[src/rtl/pwm_evt_pkg.sv]
package pwm_evt_pkg;

  typedef enum logic [1:0] {
    ACT_NONE   = 2'b00,
    ACT_LOW    = 2'b01,
    ACT_HIGH   = 2'b10,
    ACT_TOGGLE = 2'b11
  } act_e;

  typedef enum logic [1:0] {
    RLD_ZERO   = 2'b00,
    RLD_PERIOD = 2'b01,
    RLD_EITHER = 2'b10,
    RLD_NOW    = 2'b11
  } reload_e;

  localparam int FIELD_W  = 2;
  localparam int ZERO_LSB = 0;
  localparam int PRD_LSB  = 2;

  function automatic logic apply_act(input act_e a, input logic cur);
    case (a)
      ACT_LOW:    return 1'b0;
      ACT_HIGH:   return 1'b1;
      ACT_TOGGLE: return ~cur;
      default:    return cur;
    endcase
  endfunction

  function automatic int cmp_field_lsb(input int ch);
    return (ch == 0) ? 4 : 8;
  endfunction

endpackage

[src/rtl/pwm_cmp_detect.sv]
module pwm_cmp_detect #(
  parameter int CNT_W = 16
) (
  input  logic [CNT_W-1:0] cnt_val,
  input  logic [CNT_W-1:0] cmp_val,
  input  logic             cnt_up,
  output logic             hit
);
  always_comb hit = cnt_up && (cnt_val == cmp_val);
endmodule

[src/rtl/pwm_force_hold.sv]
module pwm_force_hold
  import pwm_evt_pkg::*;
#(
  parameter int NCH = 2,
  localparam int FW = FIELD_W * NCH
) (
  input  logic          clk,
  input  logic          rst,
  input  logic [FW-1:0] frc_in,
  input  logic [1:0]    mode,
  input  logic          evt_zero,
  input  logic          evt_period,
  output logic [FW-1:0] frc_act
);
  reload_e rmode;
  logic    take;

  always_comb begin
    rmode = reload_e'(mode);
    case (rmode)
      RLD_ZERO:   take = evt_zero;
      RLD_PERIOD: take = evt_period;
      RLD_EITHER: take = evt_zero | evt_period;
      default:    take = 1'b1;
    endcase
  end

  always_ff @(posedge clk) begin
    if (rst)       frc_act <= '0;
    else if (take) frc_act <= frc_in;
  end

  // zero-point reload holds the active force between zero events
  assert_zero_hold_R8: assert property (@(posedge clk) disable iff (rst)
    (mode == 2'b00 && !evt_zero) |=> $stable(frc_act));

  // period-point reload holds the active force between period events
  assert_period_hold_R8: assert property (@(posedge clk) disable iff (rst)
    (mode == 2'b01 && !evt_period) |=> $stable(frc_act));

  // immediate reload copies the input on the next clock
  assert_immediate_R8: assert property (@(posedge clk) disable iff (rst)
    (mode == 2'b11) |=> (frc_act == $past(frc_in)));
endmodule

[src/rtl/pwm_chan_drive.sv]
module pwm_chan_drive
  import pwm_evt_pkg::*;
#(
  parameter int WORD_W  = 16,
  parameter int CMP_LSB = 4
) (
  input  logic              clk,
  input  logic              rst,
  input  logic [WORD_W-1:0] act_word,
  input  logic              evt_zero,
  input  logic              evt_period,
  input  logic              cmp_hit,
  input  logic [1:0]        frc_code,
  output logic              pin
);
  act_e a_zero, a_prd, a_cmp, chosen;
  logic pin_next;

  always_comb begin
    a_zero = act_e'(act_word[ZERO_LSB +: FIELD_W]);
    a_prd  = act_e'(act_word[PRD_LSB  +: FIELD_W]);
    a_cmp  = act_e'(act_word[CMP_LSB  +: FIELD_W]);
    // lowest priority first; later assignments win
    chosen = ACT_NONE;
    if (evt_zero   && a_zero != ACT_NONE) chosen = a_zero;
    if (evt_period && a_prd  != ACT_NONE) chosen = a_prd;
    if (cmp_hit    && a_cmp  != ACT_NONE) chosen = a_cmp;
    pin_next = apply_act(chosen, pin);
    if (frc_code == 2'b01) pin_next = 1'b0;
    else if (frc_code == 2'b10) pin_next = 1'b1;
  end

  always_ff @(posedge clk) begin
    if (rst) pin <= 1'b0;
    else     pin <= pin_next;
  end

  // an active low force wins over any event
  assert_force_low_R7: assert property (@(posedge clk) disable iff (rst)
    (frc_code == 2'b01) |=> (pin == 1'b0));

  // an active high force wins over any event
  assert_force_high_R7: assert property (@(posedge clk) disable iff (rst)
    (frc_code == 2'b10) |=> (pin == 1'b1));

  // with no event and no force the pin keeps its level
  assert_idle_hold_R2: assert property (@(posedge clk) disable iff (rst)
    (!evt_zero && !evt_period && !cmp_hit && (frc_code == 2'b00 || frc_code == 2'b11))
      |=> $stable(pin));
endmodule

[src/rtl/pwm_event_shaper.sv]
module pwm_event_shaper
  import pwm_evt_pkg::*;
#(
  parameter int CNT_W  = 16,
  parameter int WORD_W = 16,
  parameter int FRC_W  = 4
) (
  input  logic              clk,
  input  logic              rst,
  input  logic              evt_zero,
  input  logic              evt_period,
  input  logic              cnt_up,
  input  logic [CNT_W-1:0]  cnt_val,
  input  logic [CNT_W-1:0]  cmp_a,
  input  logic [CNT_W-1:0]  cmp_b,
  input  logic [WORD_W-1:0] act_a,
  input  logic [WORD_W-1:0] act_b,
  input  logic [FRC_W-1:0]  frc_word,
  input  logic [1:0]        reload_mode,
  output logic              pwm_a,
  output logic              pwm_b
);
  localparam int NCH = FRC_W / FIELD_W;

  logic [NCH-1:0][CNT_W-1:0]  cmp_arr;
  logic [NCH-1:0][WORD_W-1:0] act_arr;
  logic [NCH-1:0]             hit;
  logic [NCH-1:0]             pins;
  logic [FRC_W-1:0]           frc_act;

  always_comb begin
    cmp_arr[0] = cmp_a;
    cmp_arr[1] = cmp_b;
    act_arr[0] = act_a;
    act_arr[1] = act_b;
    pwm_a = pins[0];
    pwm_b = pins[1];
  end

  pwm_force_hold #(.NCH(NCH)) u_force (
    .clk        (clk),
    .rst        (rst),
    .frc_in     (frc_word),
    .mode       (reload_mode),
    .evt_zero   (evt_zero),
    .evt_period (evt_period),
    .frc_act    (frc_act)
  );

  for (genvar ch = 0; ch < NCH; ch++) begin : g_ch
    pwm_cmp_detect #(.CNT_W(CNT_W)) u_cmp (
      .cnt_val (cnt_val),
      .cmp_val (cmp_arr[ch]),
      .cnt_up  (cnt_up),
      .hit     (hit[ch])
    );

    pwm_chan_drive #(.WORD_W(WORD_W), .CMP_LSB(cmp_field_lsb(ch))) u_drv (
      .clk        (clk),
      .rst        (rst),
      .act_word   (act_arr[ch]),
      .evt_zero   (evt_zero),
      .evt_period (evt_period),
      .cmp_hit    (hit[ch]),
      .frc_code   (frc_act[ch*FIELD_W +: FIELD_W]),
      .pin        (pins[ch])
    );
  end

  // first clock out of reset sees both pins low
  assert_reset_low_R1: assert property (@(posedge clk) disable iff (rst)
    $past(rst) |-> (!pwm_a && !pwm_b));
endmodule

[config.mk]
export PLATFORM = sky130hd
export DESIGN_NAME = pwm_event_shaper
export DESIGN_NICKNAME = d
export VERILOG_FILES = /design/src/rtl/pwm_evt_pkg.sv /design/src/rtl/pwm_cmp_detect.sv /design/src/rtl/pwm_force_hold.sv /design/src/rtl/pwm_chan_drive.sv /design/src/rtl/pwm_event_shaper.sv
export SDC_FILE = /design/constraint.sdc
export NUM_CORES = 1
export LEC_CHECK = 0
export CORE_ASPECT_RATIO = 1.1
export CORE_MARGIN = 1.5
export CORE_UTILIZATION = 27
export DETAILED_ROUTE_END_ITERATION = 12
export GPL_TIMING_DRIVEN = 0
export PLACE_DENSITY_LB_ADDON = 0.25
export SKIP_CTS_REPAIR_TIMING = 1
export SLEW_MARGIN = 20
export SYNTH_ARGS = -nofsm -noshare
export SYNTH_HDL_FRONTEND = slang
export SYNTH_HIERARCHICAL = 1
export SYNTH_SLANG_ARGS = --single-unit
[constraint.sdc]
create_clock -name clk -period 2.15 [get_ports clk]
set_clock_uncertainty 0.2 [all_clocks]
set_input_delay 0.43 -clock clk [delete_from_list [all_inputs] [get_ports clk]]
set_output_delay 0.43 -clock clk [all_outputs]
set_load 0.05 [all_outputs]
==> results.md <==
* Compound-cell area share of the yosys netlist at 0.1116
* Psw at between 0.0001 and 0.00015 W
* Post-synth top area share at 0.2642
* Clock period minus worst slack at ~2.1 ns
* Post-DP HPWL at 2034 um
* All-Layer GR Usage at 0.1377
* Startpoint Class: input pin
* Fillcell total at 248
* Area of the multi-input gates at ~700 um2
* Syn Inst Count at 92
* CTS tree: yes
* P_int at 0.0003691 W
* DRT Pass-1 Iters at 4
* Placement Cell Area at around 1600 um2
* Area Overhead vs Synth at 108.5%
* Via count at a little over 900
* Final hold slack at 0.2832 ns
* Xor/xnor share of the synthesized area at 0.3522
* Final ANT Viol Nets at 0
* Worst setup margin at just over 0.07 ns
* Design Area, Final at approximately 1700 um2
* Synth cell types at 20
* Rel. slew slack at 0.6726
* DRC marker count from the first detailed-route iteration at 7
* Share of cells above drive strength 1 at 0.1018
* Vias per inst at 4.640
* Core Box Area at about 2800 um2
* Crit end category: register
* Cell accounting for the most synthesized area: xnor2_1
* Final Net Count at 260
* H-tree depth at 1
* DRC Markers at 0
* Total gr overflow at 0
* Met2 Wirelength at 1349 um
* DP Worst Slack at -0.4483 ns
* Max VDD drop at 0.2614 mV
* First-pass GRT wire length at ~3300 um
* Routability cong. at roughly 0.7
* Rows at 20
* Initial antenna violation count at 0
* Worst-Margin Slew at between 0.4 and 0.5 ns
* Mux cell area share after synthesis at 0.06289
* Power share of the combinational group at 0.549
* Clk buf depth at 2
* Latest clock arrival within the worst-skew pair at roughly 0.24 ns
* Switching share of power at 0.2866
* Setup_tns at 0 ns
* Reg2reg path depth at 3
* Largest net degree at the start of global routing at 11
* M1 WL at between 800 and 900 um
* Period utilisation layout at 0.9664
* Cells after DPL at ~200
* Register area share after synthesis at 0.1509
* Synth Net Count at about 180
* Die footprint at between 3000 and 4000 um2
* Final slew viol count at 0
* Worst-path clk slew at about 0.040 ns
* HP Class: register to register
* Fin cells at 200
* Synth top area cells: xnor2_1 26%, dfxtp_1 15%, xor2_1 8.8%, mux2i_1 6.3%, nand2b_1 6.3%
* Antenna cells at 0
* Fmax achieved at 481.3 MHz
* Kind of critical path: input pin to register
* Hold Path Depth at 2
* Die width at between 50 and 60 um
* Final wirelength at around 2400 um
* Met3 WL post-DR at ~210 um
* Inserted Clock Buffers at 3
* Crit path arrival time at just over 2 ns
* Starting density of the core at 0.2865
* Reg area at 120.1 um2
* Lkg Pwr at about 0.8 nW
* Root Driver: clkbuf_4
* Clock tree sinks at 6
* Post-DR wirelength/cell at between 10 and 15 um
* Mapped cell area at 795.8 um2
* #FFs+latches synth at 6
* Setup violators final at 0
* Post-synthesis adder-cell area fraction at 0
* Clock Power Share at 0.200
* Status: finished clean
* Endpoints failing hold at 0
* Crit Path Max Fanout at 2
* Synth warnings at 6
* PortBufs at 72
* Via count of the first global-routing pass at around 890
* Largest family of logic cells by synthesized area: XOR/XNOR gates
* IO Pins at 93
* Max Used Layer: met4
* Required time worst endpoint at approximately 2.1 ns
* Die Height at 59.94 um
* Power per cell area at between 300 and 400 nW/um2
* Sequential share of power at 0.251
* Area share of and/or/nand/nor cells after synthesis at 0.3176
* Synthesized area per cell at ~8.6 um2
* Max cap viols at 0
[layout make-up]
class / instances / area share
Timing Repair Buffer: 72 / 0.4676
Clock buffer: 3 / 0.01357
Multi-Input combinational cell: 85 / 0.4193
Inverter: 1 / 0.002262
Sequential cell: 6 / 0.07240
Tap cell: 33 / 0.02489
[critical path, cell delays in order]
cell and delay [ns]:
clkdlybuf4s50_1 0.43, xnor2_1 0.19, nand4_1 0.14, nor4_2 0.34
a21oi_1 0.13, a2111oi_2 0.36
[final timing paths]
kind,to,startpoint,slack [ns]
min,u_force/frc_act[1],u_force/frc_act[1],0.28
max reg2reg,g_ch[1].u_drv/pin,g_ch[1].u_drv/pin,0.81
max,g_ch[1].u_drv/pin,cmp_b[0],0.07
min reg2reg,u_force/frc_act[1],u_force/frc_act[1],0.28
[synthesized netlist by cell type, drive strengths merged]
cell	number
xnor2	24
nand2b	8
xor2	8
dfxtp	6
nand2	6
nand4	6
mux2i	5
and2b	4
nor2b	4
nor4	4
a21oi	3
nor3	3
a2111oi	2
a21boi	2
and2	2
and3b	2
o32ai	2
inv	1
[power by group through the flow]
stage	registers, W	logic (W)	clock network, W
2_1_floorplan	0.000145	0.000104	0
3_3_place_gp	0.000131	0.000279	0
3_5_place_dp	0.000132	0.000286	0
4_1_cts	0.000130	0.000286	0.000110
5_1_grt	0.000131	0.000305	0.000116
6_report	0.000130	0.000284	0.000103
[layout by cell type (no fill, tap or decap)]
cell / netlist / layout
a2111oi_2: 2 / 2
a21boi_2: 2 / 2
a21oi_1: 2 / 1
a21oi_2: 1 / 2
and2_1: 2 / 2
and2b_2: 4 / 4
and3b_1: 2 / 2
clkbuf_4: 0 / 3
clkdlybuf4s50_1: 0 / 50
dfxtp_1: 6 / 6
dlymetal6s2s_1: 0 / 22
inv_1: 1 / 1
mux2i_1: 5 / 5
nand2_1: 6 / 6
nand2b_1: 8 / 8
nand4_1: 6 / 6
nor2b_1: 4 / 4
nor3_1: 3 / 2
nor3_2: 0 / 1
nor4_1: 2 / 1
nor4_2: 2 / 2
nor4_4: 0 / 1
o32ai_1: 2 / 2
xnor2_1: 24 / 24
xor2_1: 8 / 8
[cells by family (layout without fill, tap and decap cells)]
group	after synthesis	count (layout)
DFF	6	6
AOI/OAI and AO/OA	9	9
and+or+nand+nor	39	39
muxes	5	5
buffers and inverters	1	76
xor gates and xnor gates	32	32
[through the flow]
stage / util / total power [W]
4_1_cts: 0.5689 / 0.0005268
2_1_floorplan: - / 0.0002492
3_5_place_dp: 0.5608 / 0.0004176
6_report: 0.5973 / 0.0005174
3_3_place_gp: 0.5608 / 0.0004098
5_1_grt: 0.5973 / 0.0005523
[sequential cells by signal (all words and copies together) (netlist names)]
name             cells
u_force/frc_act      4
g_ch.u_drv/pin       2
[metal layers]
metal / GRT usage / vias up
li1: - / 473
met1: 0.1258 / 416
met2: 0.2857 / 37
met3: 0.02250 / 2
met4: 0.04643 / 0
met5: 0 / -
No activity file was read; power rests on OpenSTA's default activity.
